## src/rtl/alsu_pkg.sv

```systemverilog
package alsu_pkg;

    typedef enum logic [1:0] {
        SRC_ARITH = 2'b00,
        SRC_LOGIC = 2'b01,
        SRC_SHR   = 2'b10,
        SRC_SHL   = 2'b11
    } source_e;

    typedef enum logic [1:0] {
        YSEL_B     = 2'b00,
        YSEL_B_INV = 2'b01,
        YSEL_ZERO  = 2'b10,
        YSEL_ONES  = 2'b11
    } ysel_e;

    typedef enum logic [1:0] {
        LOP_AND = 2'b00,
        LOP_OR  = 2'b01,
        LOP_XOR = 2'b10,
        LOP_NOT = 2'b11
    } logic_op_e;

    // The low select bits 00,01,10,11 map to the adder's second input as 0,1s,B,~B.
    function automatic ysel_e arith_ysel(input logic [1:0] op);
        ysel_e r;
        unique case (op)
            2'b00:   r = YSEL_ZERO;
            2'b01:   r = YSEL_ONES;
            2'b10:   r = YSEL_B;
            default: r = YSEL_B_INV;
        endcase
        return r;
    endfunction

endpackage

```

## src/rtl/alsu_arith.sv

```systemverilog
module alsu_arith
    import alsu_pkg::*;
#(
    parameter int WIDTH = 8
) (
    input  logic [WIDTH-1:0] a_i,
    input  logic [WIDTH-1:0] b_i,
    input  logic             cin_i,
    input  logic [1:0]       op_i,
    output logic [WIDTH-1:0] sum_o,
    output logic             cout_o
);

    localparam int CHAIN = WIDTH + 1;

    ysel_e            ysel;
    logic [WIDTH-1:0] y_bits;
    logic [CHAIN-1:0] carry;

    assign ysel     = arith_ysel(op_i);
    assign carry[0] = cin_i;

    for (genvar i = 0; i < WIDTH; i++) begin : g_bit
        always_comb begin
            unique case (ysel)
                YSEL_B:     y_bits[i] = b_i[i];
                YSEL_B_INV: y_bits[i] = ~b_i[i];
                YSEL_ZERO:  y_bits[i] = 1'b0;
                YSEL_ONES:  y_bits[i] = 1'b1;
                default:    y_bits[i] = 1'b0;
            endcase
        end
        assign sum_o[i]   = a_i[i] ^ y_bits[i] ^ carry[i];
        assign carry[i+1] = (a_i[i] & y_bits[i]) | (carry[i] & (a_i[i] ^ y_bits[i]));
    end

    assign cout_o = carry[CHAIN-1];

    // Ripple chain checked against a wide reference add for the B-based ops
    always_comb begin
        if (op_i == 2'b10) begin
            p_add_carry_r4: assert ({cout_o, sum_o} ==
                ({1'b0, a_i} + {1'b0, b_i} + {{WIDTH{1'b0}}, cin_i}))
                else $error("adder sum mismatch");
        end
        if (op_i == 2'b11) begin
            p_sub_borrow_r5: assert ({cout_o, sum_o} ==
                ({1'b0, a_i} + {1'b0, ~b_i} + {{WIDTH{1'b0}}, cin_i}))
                else $error("subtract sum mismatch");
        end
    end

endmodule

```

## src/rtl/alsu_logic.sv

```systemverilog
module alsu_logic
    import alsu_pkg::*;
#(
    parameter int WIDTH = 8
) (
    input  logic [WIDTH-1:0] a_i,
    input  logic [WIDTH-1:0] b_i,
    input  logic [1:0]       op_i,
    output logic [WIDTH-1:0] res_o
);

    logic_op_e lop;
    assign lop = logic_op_e'(op_i);

    for (genvar i = 0; i < WIDTH; i++) begin : g_bit
        always_comb begin
            unique case (lop)
                LOP_AND: res_o[i] = a_i[i] & b_i[i];
                LOP_OR:  res_o[i] = a_i[i] | b_i[i];
                LOP_XOR: res_o[i] = a_i[i] ^ b_i[i];
                LOP_NOT: res_o[i] = ~a_i[i];
                default: res_o[i] = 1'b0;
            endcase
        end
    end

endmodule

```

## src/rtl/alsu_shift.sv

```systemverilog
module alsu_shift #(
    parameter int WIDTH = 8
) (
    input  logic [WIDTH-1:0] a_i,
    output logic [WIDTH-1:0] shr_o,
    output logic [WIDTH-1:0] shl_o
);

    localparam int TOP = WIDTH - 1;

    for (genvar i = 0; i < WIDTH; i++) begin : g_bit
        if (i == TOP) begin : g_top
            assign shr_o[i] = 1'b0;
        end else begin : g_mid_r
            assign shr_o[i] = a_i[i+1];
        end
        if (i == 0) begin : g_low
            assign shl_o[i] = 1'b0;
        end else begin : g_mid_l
            assign shl_o[i] = a_i[i-1];
        end
    end

endmodule

```

## src/rtl/alsu_top.sv

```systemverilog
module alsu_top
    import alsu_pkg::*;
#(
    parameter int WIDTH = 8
) (
    input  logic [WIDTH-1:0] a_i,
    input  logic [WIDTH-1:0] b_i,
    input  logic             cin_i,
    input  logic [3:0]       sel_i,
    output logic [WIDTH-1:0] f_o,
    output logic             cout_o
);

    source_e          src;
    logic [WIDTH-1:0] arith_res;
    logic             arith_cout;
    logic [WIDTH-1:0] logic_res;
    logic [WIDTH-1:0] shr_res;
    logic [WIDTH-1:0] shl_res;

    assign src = source_e'(sel_i[3:2]);

    alsu_arith #(.WIDTH(WIDTH)) u_arith (
        .a_i    (a_i),
        .b_i    (b_i),
        .cin_i  (cin_i),
        .op_i   (sel_i[1:0]),
        .sum_o  (arith_res),
        .cout_o (arith_cout)
    );

    alsu_logic #(.WIDTH(WIDTH)) u_logic (
        .a_i   (a_i),
        .b_i   (b_i),
        .op_i  (sel_i[1:0]),
        .res_o (logic_res)
    );

    alsu_shift #(.WIDTH(WIDTH)) u_shift (
        .a_i   (a_i),
        .shr_o (shr_res),
        .shl_o (shl_res)
    );

    always_comb begin
        unique case (src)
            SRC_ARITH: begin
                f_o    = arith_res;
                cout_o = arith_cout;
            end
            SRC_LOGIC: begin
                f_o    = logic_res;
                cout_o = 1'b0;
            end
            SRC_SHR: begin
                f_o    = shr_res;
                cout_o = 1'b0;
            end
            SRC_SHL: begin
                f_o    = shl_res;
                cout_o = 1'b0;
            end
            default: begin
                f_o    = '0;
                cout_o = 1'b0;
            end
        endcase
    end

    // Port-level checks next to the source mux
    always_comb begin
        if (sel_i[3] | sel_i[2]) begin
            p_no_carry_r9: assert (cout_o == 1'b0) else $error("carry outside adder");
        end
        if (sel_i[3:2] == 2'b10) begin
            p_shr_fill_r7: assert (f_o == (a_i >> 1)) else $error("shift right wrong");
        end
        if (sel_i[3:2] == 2'b11) begin
            p_shl_fill_r8: assert (f_o == (a_i << 1)) else $error("shift left wrong");
        end
        if (sel_i == 4'b0111) begin
            p_not_a_r6: assert (f_o == ~a_i) else $error("complement wrong");
        end
        if (sel_i == 4'b0000 && !cin_i) begin
            p_transfer_r2: assert (f_o == a_i && !cout_o) else $error("transfer wrong");
        end
        if (sel_i == 4'b0001 && cin_i) begin
            p_transfer_ones_r3: assert (f_o == a_i) else $error("transfer via ones wrong");
        end
    end

endmodule

```

## config.mk

```make
export PLATFORM = sky130hd
export DESIGN_NAME = alsu_top
export DESIGN_NICKNAME = d
export VERILOG_FILES = /design/src/rtl/alsu_pkg.sv /design/src/rtl/alsu_arith.sv /design/src/rtl/alsu_logic.sv /design/src/rtl/alsu_shift.sv /design/src/rtl/alsu_top.sv
export SDC_FILE = /design/constraint.sdc
export NUM_CORES = 1
export LEC_CHECK = 0
export ABC_CLOCK_PERIOD_IN_PS = 7670
export BUFFER_PORTS_ARGS = -buffer_cell sky130_fd_sc_hd__buf_2
export CORE_MARGIN = 3
export CORE_UTILIZATION = 60
export DETAILED_ROUTE_END_ITERATION = 16
export PLACE_DENSITY_LB_ADDON = 0.05
export SLEW_MARGIN = 40
export SYNTH_ARGS = -nofsm -noshare
export SYNTH_HDL_FRONTEND = slang
export SYNTH_SLANG_ARGS = --single-unit
```

## constraint.sdc

```tcl
create_clock -name vclk -period 7.67
set_clock_uncertainty 0.1 [all_clocks]
set_input_delay 1.1505 -clock vclk [all_inputs]
set_output_delay 1.1505 -clock vclk [all_outputs]
set_load 0.02 [all_outputs]
```

# Word-level counts from Yosys, hierarchy flattened
# Index checks and enable logic that the tools add are counted.
# totals
register_bits	0
out_inout_bits	9
word_cells	112
# classes
eq_ne	9
muxes	19
bitwise	80
n_reduce_logical	4
# op_table
cell	count
case mux 1 bit (4 select lines)	16
case mux 8 bit (4 select lines)	1
AND 1 bit	24
XOR 1 bit	24
inverter 1 bit	16
bitwise OR 1 bit	16
== test 2 bit, second input constant	6
== test 2 x 1 -> 1 bit, second input constant	3
logical NOT 2 bit	3
case mux 2 bit (3 select lines)	1
OR reduction 3 bit	1
case mux 1 bit (2 select lines)	1

# Logic depth before layout (Yosys ltp)
# Gate-level depths: netlist of the first run.
# depth
depth_word	22
ltp_mapped	15

# By module
# A second synthesis of the first run with hierarchy kept.
# hier_totals
cells_unflattened	118
area_unflattened_um2	1146.1
# by_module_without_submodules
module	instances	cells_each	area_each_um2
alsu_logic	1	50	493.0
alsu_arith	1	40	325.3
alsu_top	1	11	203.9
alsu_shift	1	17	123.9

# Least setup slack after synthesis of the first run
# Ideal clock, no wire load.
# synth_path
kind	in2out
start	input port sel_i[0]
end	output port f_o[7]
arrival_time_ps	4478
slack_ps	1941
stages	15
path_buffers	2
path_cell_list	buf_2 -> buf_2 -> xor2_1 -> fa_1 -> fa_1 -> inv_1 -> fa_1 -> fa_1 -> fa_1 -> inv_1 -> fa_1 -> fa_1 -> inv_1 -> fa_1 -> a32o_1
# synth_between
elab_chain_cells	21
elab_cells_between_ends	49
classes_between	6 x eq/ne; 11 x mux; 30 x bitwise; 2 x reduce/logical
# synth_rtl
item	line	source
start, declared	alsu_top.sv:9	input logic [3:0] sel_i,
== test 2 bit, or another cell as far along	alsu_pkg.sv:27, alsu_logic.sv:17	
case mux 2 bit (3 select lines)	alsu_pkg.sv:27	unique case (op)
== test 2 bit, or another cell as far along	alsu_arith.sv:25	unique case (ysel)
case mux 1 bit (4 select lines)	alsu_arith.sv:25	
XOR 1 bit	alsu_arith.sv:34	assign carry[i+1] = (a_i[i] & y_bits[i]) | (carry[i] & (a_i[i] ^ y_bits[i]));
AND 1 bit	alsu_arith.sv:34	
bitwise OR 1 bit	alsu_arith.sv:34	
AND 1 bit	alsu_arith.sv:34	
(+5 left out)	n/a	
AND 1 bit	alsu_arith.sv:34	
bitwise OR 1 bit	alsu_arith.sv:34	
AND 1 bit	alsu_arith.sv:34	
bitwise OR 1 bit	alsu_arith.sv:34	
AND 1 bit	alsu_arith.sv:34	
bitwise OR 1 bit	alsu_arith.sv:34	
XOR 1 bit	alsu_arith.sv:33	assign sum_o[i] = a_i[i] ^ y_bits[i] ^ carry[i];
case mux 8 bit (4 select lines) (*)	alsu_top.sv:46	unique case (src)
end, declared	alsu_top.sv:10	output logic [WIDTH-1:0] f_o,
# Every way passes the cells marked *; elsewhere a longest branch is shown, timed or not.

# Worst setup path after layout of the first run
# Same ends and word-level chain as after synthesis.

==> results.py, run 1 <==
metrics = {
    "critical_path": {
        "worst_path_max_delay_cell": "buf_2",
        "cp_num_cells": 15,
        "crit_type": "in2out",
        "worst_setup_path_end_kind": "output pin",
        "critical_path.startpoint": "sel_i[0]",
        "cpMostUsedCell": "fa_1",
        "critPathBufInv": 5,
        "cpPeakStageDelay_ns": 0.46,
        "cp.required_ns": 6.42,
        "critPathArrivalTime_ns": 4.81,
        "crit_family": "adder cells",
        "path_cells": "buf_2 > xor2_1 > fa_1 > fa_1 > inv_1 > fa_1 > fa_1 > fa_1 > inv_1 > fa_1 > fa_1 > inv_1 > fa_1 > a32o_1 > buf_2",
        "startpoint_type": "input pin",
        "path_max_fanout": 34,
    },
    "sta": {
        "worst_slew_pin_slew_ns": 0.581,
        "slew_viol_final": 0,
        "relSlewSlack_pct": 61.3,
        "rsz0062_at_grt": "false",
        "hold_viol_final": 0,
        "finalSetupTns_ns": 0,
        "max_clock_freq_mhz": 165,
        "setup_violations": 0,
        "period_share_pct": 79.0,
        "period_minus_slack_ns": 6.06,
    },
    "clock_tree": {
        "postCtsSetupRepairBufs": 0,
        "cts-resized-gates": 0,
        "cts_hold_buf": 0,
    },
    "floorplan": {
        "die-height_um": 47.5,
        "initial_core_util_pct": 66.4,
        "chipWidth_um": 47.5,
        "core_um2": 1560,
        "io_pins": 30,
        "die_area_um2": 2260,
        "num_rows": 14,
    },
    "min_path": {
        "holdPathEnd": "f_o[6]",
        "worstHoldPathCells": 4,
        "holdCritPathClass": "in2out",
        "worstHoldStart": "a_i[5]",
    },
    "cells_and_area": {
        "drive_above_1_share_pct": 21.3,
        "fillers": 140,
        "numSequentialCells": 0,
        "areaGrowthSynthToFinish_pct": 13.4,
        "final_nets": 207,
        "diodes": 0,
        "nClkBuffers": 0,
        "final-seq-area_um2": 0,
        "multi_input_area_um2": 917,
    },
    "pwr": {
        "p_leak_uw": 0.000593,
        "ir_drop_uv": 42.8,
        "powerDensity_nw_per_um2": 67.2,
        "finalPower_uw": 78.9,
    },
    "synthesis": {
        "yosys.area.top_type": "ha_1",
        "avgSynthCellArea_um2": 7.55,
        "ys_seq_area_share_pct": 0,
        "synth_area_leaders": "ha_1 19%, fa_1 15%, nor2b_1 11%, inv_1 8.0%, mux4_2 6.5%",
        "ys_types": 26,
        "synth_cells": 137,
        "ys_warn_count": 0,
        "netlist_area_um2": 1030,
        "synth_top_area_share_pct": 19.3,
        "synth_nets": 182,
    },
    "routing": {
        "via_count": 980,
        "drtAntennaViolNets": 0,
        "drtPass1Iterations": 4,
        "drtIter0Drc": 23,
        "route.detailed.drc": 0,
        "routed_wirelength_um": 2190,
        "wl_per_cell_um": 12.4,
        "viasPerCell": 5.57,
    },
    "global_routing": {
        "antenna_found_initial": 0,
        "grt_pass1_vias": 852,
        "gr-total-overflow": 0,
        "grt_max_degree": 35,
        "grt_usage_pct": 21.0,
        "grt_pass1_wl_um": 3510,
    },
    "job": {
        "maxCapViolCount": 0,
    },
    "place": {
        "globalplace.congestion": 0.741,
        "dp_hpwl_um": 1780,
        "io_buffer_count": 30,
    },
    "status": {
        "status": "finished, final reports clean",
    },
}
[logic make-up (layout without fill, tap and decap cells)]
family	after synthesis	count (layout)	share of synthesized area [%]
mux	3	3	6.53
compound gates	27	27	17.5
xor+xnor	8	8	6.77
simple gates	45	45	23.0
fa+ha+maj	24	24	34.8
buf+inv	30	53	11.4
[synth_stat cells, types with 2 or more instances]
cell type and instances:
o21ai_1 4, nand2_1 14, xnor2_1 4, nand2b_1 6
mux4_2 3, buf_2 4, nor2b_1 18, fa_1 8
a211oi_1 3, clkbuf_1 3, and2_1 2, a41oi_1 3
o211ai_1 3, nor2_1 4, a31oi_1 2, a21oi_1 3
xor2_1 4, a21boi_0 2, inv_1 22, o21ai_0 4
ha_1 16
[worst max-delay path by stage]
stage | endpoint | slack [ns]
5_1_grt | f_o[7] | 1.40
6_report | f_o[7] | 1.61
2_1_floorplan | f_o[7] | 1.94
4_1_cts | f_o[7] | 1.62
3_3_place_gp | f_o[7] | 1.71
3_5_place_dp | f_o[7] | 1.61
[power by group]
group / internal (µW) / switching (µW)
Combinational: 34.5 / 44.4
Sequential: 0 / 0
Clock: 0 / 0
[area by class of cell]
type               count  area share (%)
well taps             16            1.71
inverters             23            7.36
multi-input cells    107            78.1
repair buffers        30            12.8
[placed cells by master (no fill, tap or decap), types with 4 or more instances in the layout]
cell type / count
inv_1: 22
xnor2_1: 4
nand2_1: 14
ha_1: 16
o21ai_1: 4
fa_1: 8
nand2b_1: 6
xor2_1: 4
nor2b_1: 18
o21ai_0: 4
buf_2: 30
nor2_1: 4
[per-stage QoR]
step | utilization, % | cells | setup slack [ns] | cell area [µm²] | hold slack [ns]
after detailed placement | 75.3 | 176 | 1.61 | 1170 | 2.65
after global routing | 75.3 | 176 | 1.40 | 1170 | 2.69
after CTS | 75.3 | 176 | 1.62 | 1170 | 2.65
final | 75.3 | 176 | 1.61 | 1170 | 2.65
after floorplan | - | 137 | 1.94 | 1030 | 2.44
after global placement | 75.3 | 176 | 1.71 | 1170 | 2.66
[routing by layer]
layer | global-route usage, % | vias to the layer above | wire length [µm] | share of wire, %
li1 | - | 495 | - | -
met1 | 25.4 | 465 | 941 | 43
met2 | 43.0 | 20 | 1170 | 54
met3 | 0 | 0 | 73 | 3.3
met4 | 0 | 0 | 0 | 0
met5 | 0 | - | 0 | 0
(Power assumes the default switching activity.)
==> run 2: changes to the inputs <==
- ABC_AREA: unset -> 1
- ABC_CLOCK_PERIOD_IN_PS: 7670 -> 5100
- CORE_UTILIZATION: 60 -> 51
- clock period: 7.67 -> 5.1 ns (I/O delays scaled with it)
==> run 2 against run 1 <==
Against the previous run:
- sequential share of layout area is the same
- design area grew 9.2%
- critical path type unchanged
- setup slack lost 1.5 ns
- cell count grew 27%
- global-route usage grew 1.4 points
- first-iteration DRC count grew 26%
- wire length grew 34%
- synthesized area grew 3.3%
- clock-buffer cell count is the same
- power grew 63%
- largest cell class unchanged
==> results.py, run 2 <==
metrics = {
    "status": {
        "status": "finished, final reports clean",
    },
    "cells_and_area": {
        "numSequentialCells": 0,
        "areaGrowthSynthToFinish_pct": 19.9,
        "final-seq-area_um2": 0,
        "diodes": 0,
        "fin_util_pct": 69.0,
        "final_nets": 246,
        "finalInstanceArea_um2": 1280,
        "nClkBuffers": 0,
        "layout_common_cells": "31 x inv_1, 27 x buf_2, 23 x nand2_1, 23 x nand3_1, 21 x nor2_1",
        "layout_commonest_cell": "inv_1",
        "drive_above_1_share_pct": 27.6,
    },
    "place": {
        "post_dp_cell_area_um2": 1240,
        "dp_hpwl_um": 2250,
        "io_buffer_count": 30,
        "pre_cts_ws_ns": 0.0318,
        "globalplace.congestion": 0.913,
    },
    "synthesis": {
        "synth_top_area_share_pct": 18.7,
        "synth_nets": 213,
        "ys_types": 19,
        "ys_warn_count": 0,
        "avgSynthCellArea_um2": 6.36,
        "yosys-top-cells-count": "32 x inv_1, 23 x nand2_1, 23 x nand3_1",
        "synth_cells": 168,
        "netlist_area_um2": 1070,
        "yosys.area.top_type": "ha_1",
        "synth_area_leaders": "ha_1 19%, fa_1 15%, inv_1 11%, nand3_1 11%, nand2_1 8.1%",
        "post-synth-top-count-cell": "inv_1",
        "ys_seq_area_share_pct": 0,
    },
    "pwr": {
        "power_frac_comb_pct": 100.0,
        "seqPwrFrac_pct": 0,
        "ir_drop_uv": 82.0,
        "switching_share_pct": 59.6,
        "clockPowerShare_pct": 0,
        "p_leak_uw": 0.000733,
        "power_report.internal_total_uw": 52.1,
        "powerDensity_nw_per_um2": 101,
        "p_switching_uw": 76.8,
    },
    "critical_path": {
        "worst_setup_path_end_kind": "output pin",
        "critPathArrivalTime_ns": 4.08,
        "path_max_fanout": 7,
        "crit_type": "in2out",
        "startpoint_type": "input pin",
        "cp.required_ns": 4.24,
    },
    "sta": {
        "worst_slew_pin_slew_ns": 0.362,
        "period_share_pct": 96.9,
        "hold_viol_final": 0,
        "slew_viol_final": 0,
        "fin_ws_ns": 0.158,
        "max_clock_freq_mhz": 202,
        "relSlewSlack_pct": 75.8,
        "holdWs_ns": 1.85,
        "period_minus_slack_ns": 4.94,
        "setup_violations": 0,
    },
    "floorplan": {
        "initial_core_util_pct": 57.5,
        "num_rows": 15,
        "die-height_um": 51.8,
        "core_um2": 1860,
        "io_pins": 30,
        "die_area_um2": 2680,
        "chipWidth_um": 51.8,
    },
    "clock_tree": {
        "postCtsSetupRepairBufs": 0,
        "cts_hold_buf": 0,
    },
    "global_routing": {
        "antenna_found_initial": 0,
        "grt_pass1_vias": 1051,
        "gr-total-overflow": 0,
        "grt_pass1_wl_um": 4630,
        "grt_usage_pct": 22.4,
        "grt_max_degree": 25,
    },
    "routing": {
        "drtPass1Iterations": 4,
        "routed_wirelength_um": 2920,
        "via_count": 1192,
        "viasPerCell": 5.32,
        "drtIter0Drc": 29,
        "wl_per_cell_um": 13.0,
        "drtAntennaViolNets": 0,
        "route.detailed.drc": 0,
    },
    "job": {
        "maxCapViolCount": 0,
    },
    "min_path": {
        "holdCritPathClass": "in2out",
    },
}
## run 2: power groups by stage
stage,registers [µW],clock network (µW),logic [µW]
final,0,0,129
after global routing,0,0,143
after CTS,0,0,123
after detailed placement,0,0,122
after global placement,0,0,118
after floorplan,0,0,83.2
## run 2: logic make-up (layout without fill, tap and decap cells)
kind of cell / count (synthesis) / after routing / share of synthesized area, %
buffers and inverters: 40 / 71 / 17.4
AOI/OAI and AO/OA: 24 / 24 / 13.3
and+or+nand+nor: 80 / 80 / 35.5
adders and majority gates: 24 / 24 / 33.7
## run 2: routing by layer
metal  GRT usage (%)  wire length [µm]  vias to the layer above
li1                -                 -                      598
met3           0.573               136                        2
met1            29.8              1300                      558
met4            2.62                17                        0
met2            41.3              1470                       34
met5               0                 0                        -
## run 2: critical path, cell delays in order
cell	delay, ns
buf_4	0.13
inv_4	0.06
nand2_4	0.07
nand2_4	0.05
inv_2	0.06
a21oi_2	0.05
fa_2	0.34
fa_1	0.36
inv_1	0.08
fa_2	0.19
fa_2	0.19
fa_2	0.18
inv_1	0.05
fa_2	0.33
fa_2	0.34
inv_2	0.06
fa_1	0.40
nand2_1	0.07
o21ai_1	0.05
inv_1	0.05
nand2_1	0.06
buf_6	0.13
## run 2: what timing repair did
item,4_1_cts,5_1_grt
endpoints found under the hold margin,0,0
gates resized for setup,0,15
setup endpoints to repair,0,2
## run 2: path summary, 6_finish.rpt
path,cells after the start,end,startpoint,slack [ns]
max,22,f_o[7],sel_i[0],0.16
min,4,f_o[0],a_i[1],1.85
## run 2: cell type report
cell class | count | area [µm²]
multi-input combinational | 128 | 910
tap | 25 | 31.3
inverter | 35 | 134
fill | 181 | 577
timing repair buffer | 36 | 206
## run 2: through the flow
stage	TNS [ns]	std cells	total power, µW
floorplan	0	168	83.2
CTS	0	224	123
global route	-0.00653	224	143
global placement	0	224	118
finish	0	224	129
detailed placement	0	224	122
==> run 3: changes to the inputs <==
- ABC_AREA: 1 -> unset
- CORE_UTILIZATION: 51 -> 50
==> run 3 against run 2 <==
Against the previous run:
- clock-buffer cell count unchanged
- combinational power shrank 9%
- critical path type unchanged
- critical endpoint unchanged
- design area fell by 6.3%
- first-iteration DRC count shrank 55%
==> results.py, run 3 (synthesized netlist as in run 1, its figures left out) <==
metrics = {
    "sta": {
        "holdWs_ns": 1.88,
        "period_minus_slack_ns": 4.91,
        "finalSetupTns_ns": 0,
        "hold_viol_final": 0,
        "max_clock_freq_mhz": 204,
        "rsz0062_at_grt": "false",
        "period_share_pct": 96.3,
        "setup_violations": 0,
        "slew_viol_final": 0,
        "worst_slew_pin_slew_ns": 0.477,
        "relSlewSlack_pct": 68.1,
        "fin_ws_ns": 0.189,
    },
    "routing": {
        "via_count": 966,
        "wl_per_cell_um": 11.5,
        "drtIter0Drc": 13,
        "route.detailed.drc": 0,
        "drtPass1Iterations": 4,
        "routed_wirelength_um": 2150,
        "drtAntennaViolNets": 0,
        "viasPerCell": 5.17,
    },
    "cells_and_area": {
        "layout_commonest_cell": "buf_2",
        "nClkBuffers": 0,
        "final-seq-area_um2": 0,
        "areaGrowthSynthToFinish_pct": 16.0,
        "diodes": 0,
        "numSequentialCells": 0,
        "fin_util_pct": 65.2,
        "layout_common_cells": "30 x buf_2, 22 x inv_1, 18 x nor2b_1",
        "fin_cells": 187,
        "drive_above_1_share_pct": 22.2,
        "final_nets": 209,
    },
    "critical_path": {
        "cpMostUsedCell": "fa_1",
        "cp.required_ns": 4.24,
        "worst_setup_path_end_kind": "output pin",
        "cpPeakStageDelay_ns": 0.40,
        "critPathArrivalTime_ns": 4.05,
        "startpoint_type": "input pin",
        "worst_path_max_delay_cell": "fa_1",
        "path_cells": "buf_2 > nand2_1 > xor2_1 > fa_1 > fa_1 > inv_1 > fa_1 > fa_1 > fa_1 > inv_1 > fa_1 > fa_1 > inv_1 > fa_1 > a32o_1 > buf_2",
        "crit_type": "in2out",
        "path_max_fanout": 3,
    },
    "status": {
        "status": "finished, final reports clean",
    },
    "place": {
        "globalplace.congestion": 0.808,
        "io_buffer_count": 30,
        "dp_hpwl_um": 1760,
        "placed_cells": 187,
        "pre_cts_ws_ns": 0.173,
    },
    "floorplan": {
        "initial_core_util_pct": 56.3,
        "core_um2": 1840,
        "die-height_um": 51.5,
        "chipWidth_um": 51.5,
        "num_rows": 15,
        "die_area_um2": 2650,
        "io_pins": 30,
    },
    "pwr": {
        "powerDensity_nw_per_um2": 97.3,
        "switching_share_pct": 55.9,
        "seqPwrFrac_pct": 0,
        "power_frac_comb_pct": 100.0,
        "power_report.internal_total_uw": 51.5,
        "p_leak_uw": 0.000602,
        "p_switching_uw": 65.3,
        "ir_drop_uv": 65.5,
        "clockPowerShare_pct": 0,
    },
    "global_routing": {
        "antenna_found_initial": 0,
        "grt_pass1_vias": 931,
        "gr-total-overflow": 0,
        "grt_max_degree": 33,
        "grt_usage_pct": 18.6,
        "grt_pass1_wl_um": 3950,
    },
    "min_path": {
        "holdCritPathClass": "in2out",
    },
    "clock_tree": {
        "cts-resized-gates": 0,
        "postCtsSetupRepairBufs": 0,
        "cts_hold_buf": 0,
    },
    "job": {
        "maxCapViolCount": 0,
    },
}
## run 3: cell types whose count changed in the layout (fill, tap and decap cells not counted), sizes merged, moves of 12 or more
cell / change
inv: -12
nand2: -12
nand3: -23
nor2: -17
nor2b: +18
## run 3: worst paths after layout
| check | startpoint | to | cells after the start |
|---|---|---|---|
| min | a_i[5] | f_o[6] | 4 |
| max | b_i[0] | f_o[7] | 16 |
## run 3: final cells by class
class / count / area [µm²]
Fill cell: 186 / 639
Inverter: 23 / 86.3
Tap cell: 25 / 31.3
Timing Repair Buffer: 32 / 165
Multi-Input combinational cell: 107 / 917
## run 3: per-layer routing
layer	wire length (µm)	vias up	share of wire, %	track usage (%)
li1	-	495	-	-
met3	105	0	4.9	0.860
met2	1050	29	49	33.3
met1	994	442	46	25.9
met5	0	-	0	0
met4	0	0	0	0.873
## run 3: power by group through the flow
stage / clock (µW) / combinational [µW] / sequential [µW]
final: 0 / 117 / 0
after floorplan: 0 / 82.1 / 0
after global placement: 0 / 115 / 0
after detailed placement: 0 / 119 / 0
after CTS: 0 / 119 / 0
after global routing: 0 / 135 / 0
## run 3: per-stage QoR
| stage | cell area, µm² | power (µW) |
|---|---|---|
| after floorplan | 1030 | 82.1 |
| after CTS | 1200 | 119 |
| after global placement | 1200 | 115 |
| after global routing | 1200 | 135 |
| final | 1200 | 117 |
| after detailed placement | 1200 | 119 |
## run 3: worst max-delay path: cells and delay by family
kind / cells / cell delay, ns
fa+ha+maj: 8 / 2.40
buf+inv: 5 / 0.44
compound gates: 1 / 0.21
xor+xnor: 1 / 0.15
simple gates: 1 / 0.06
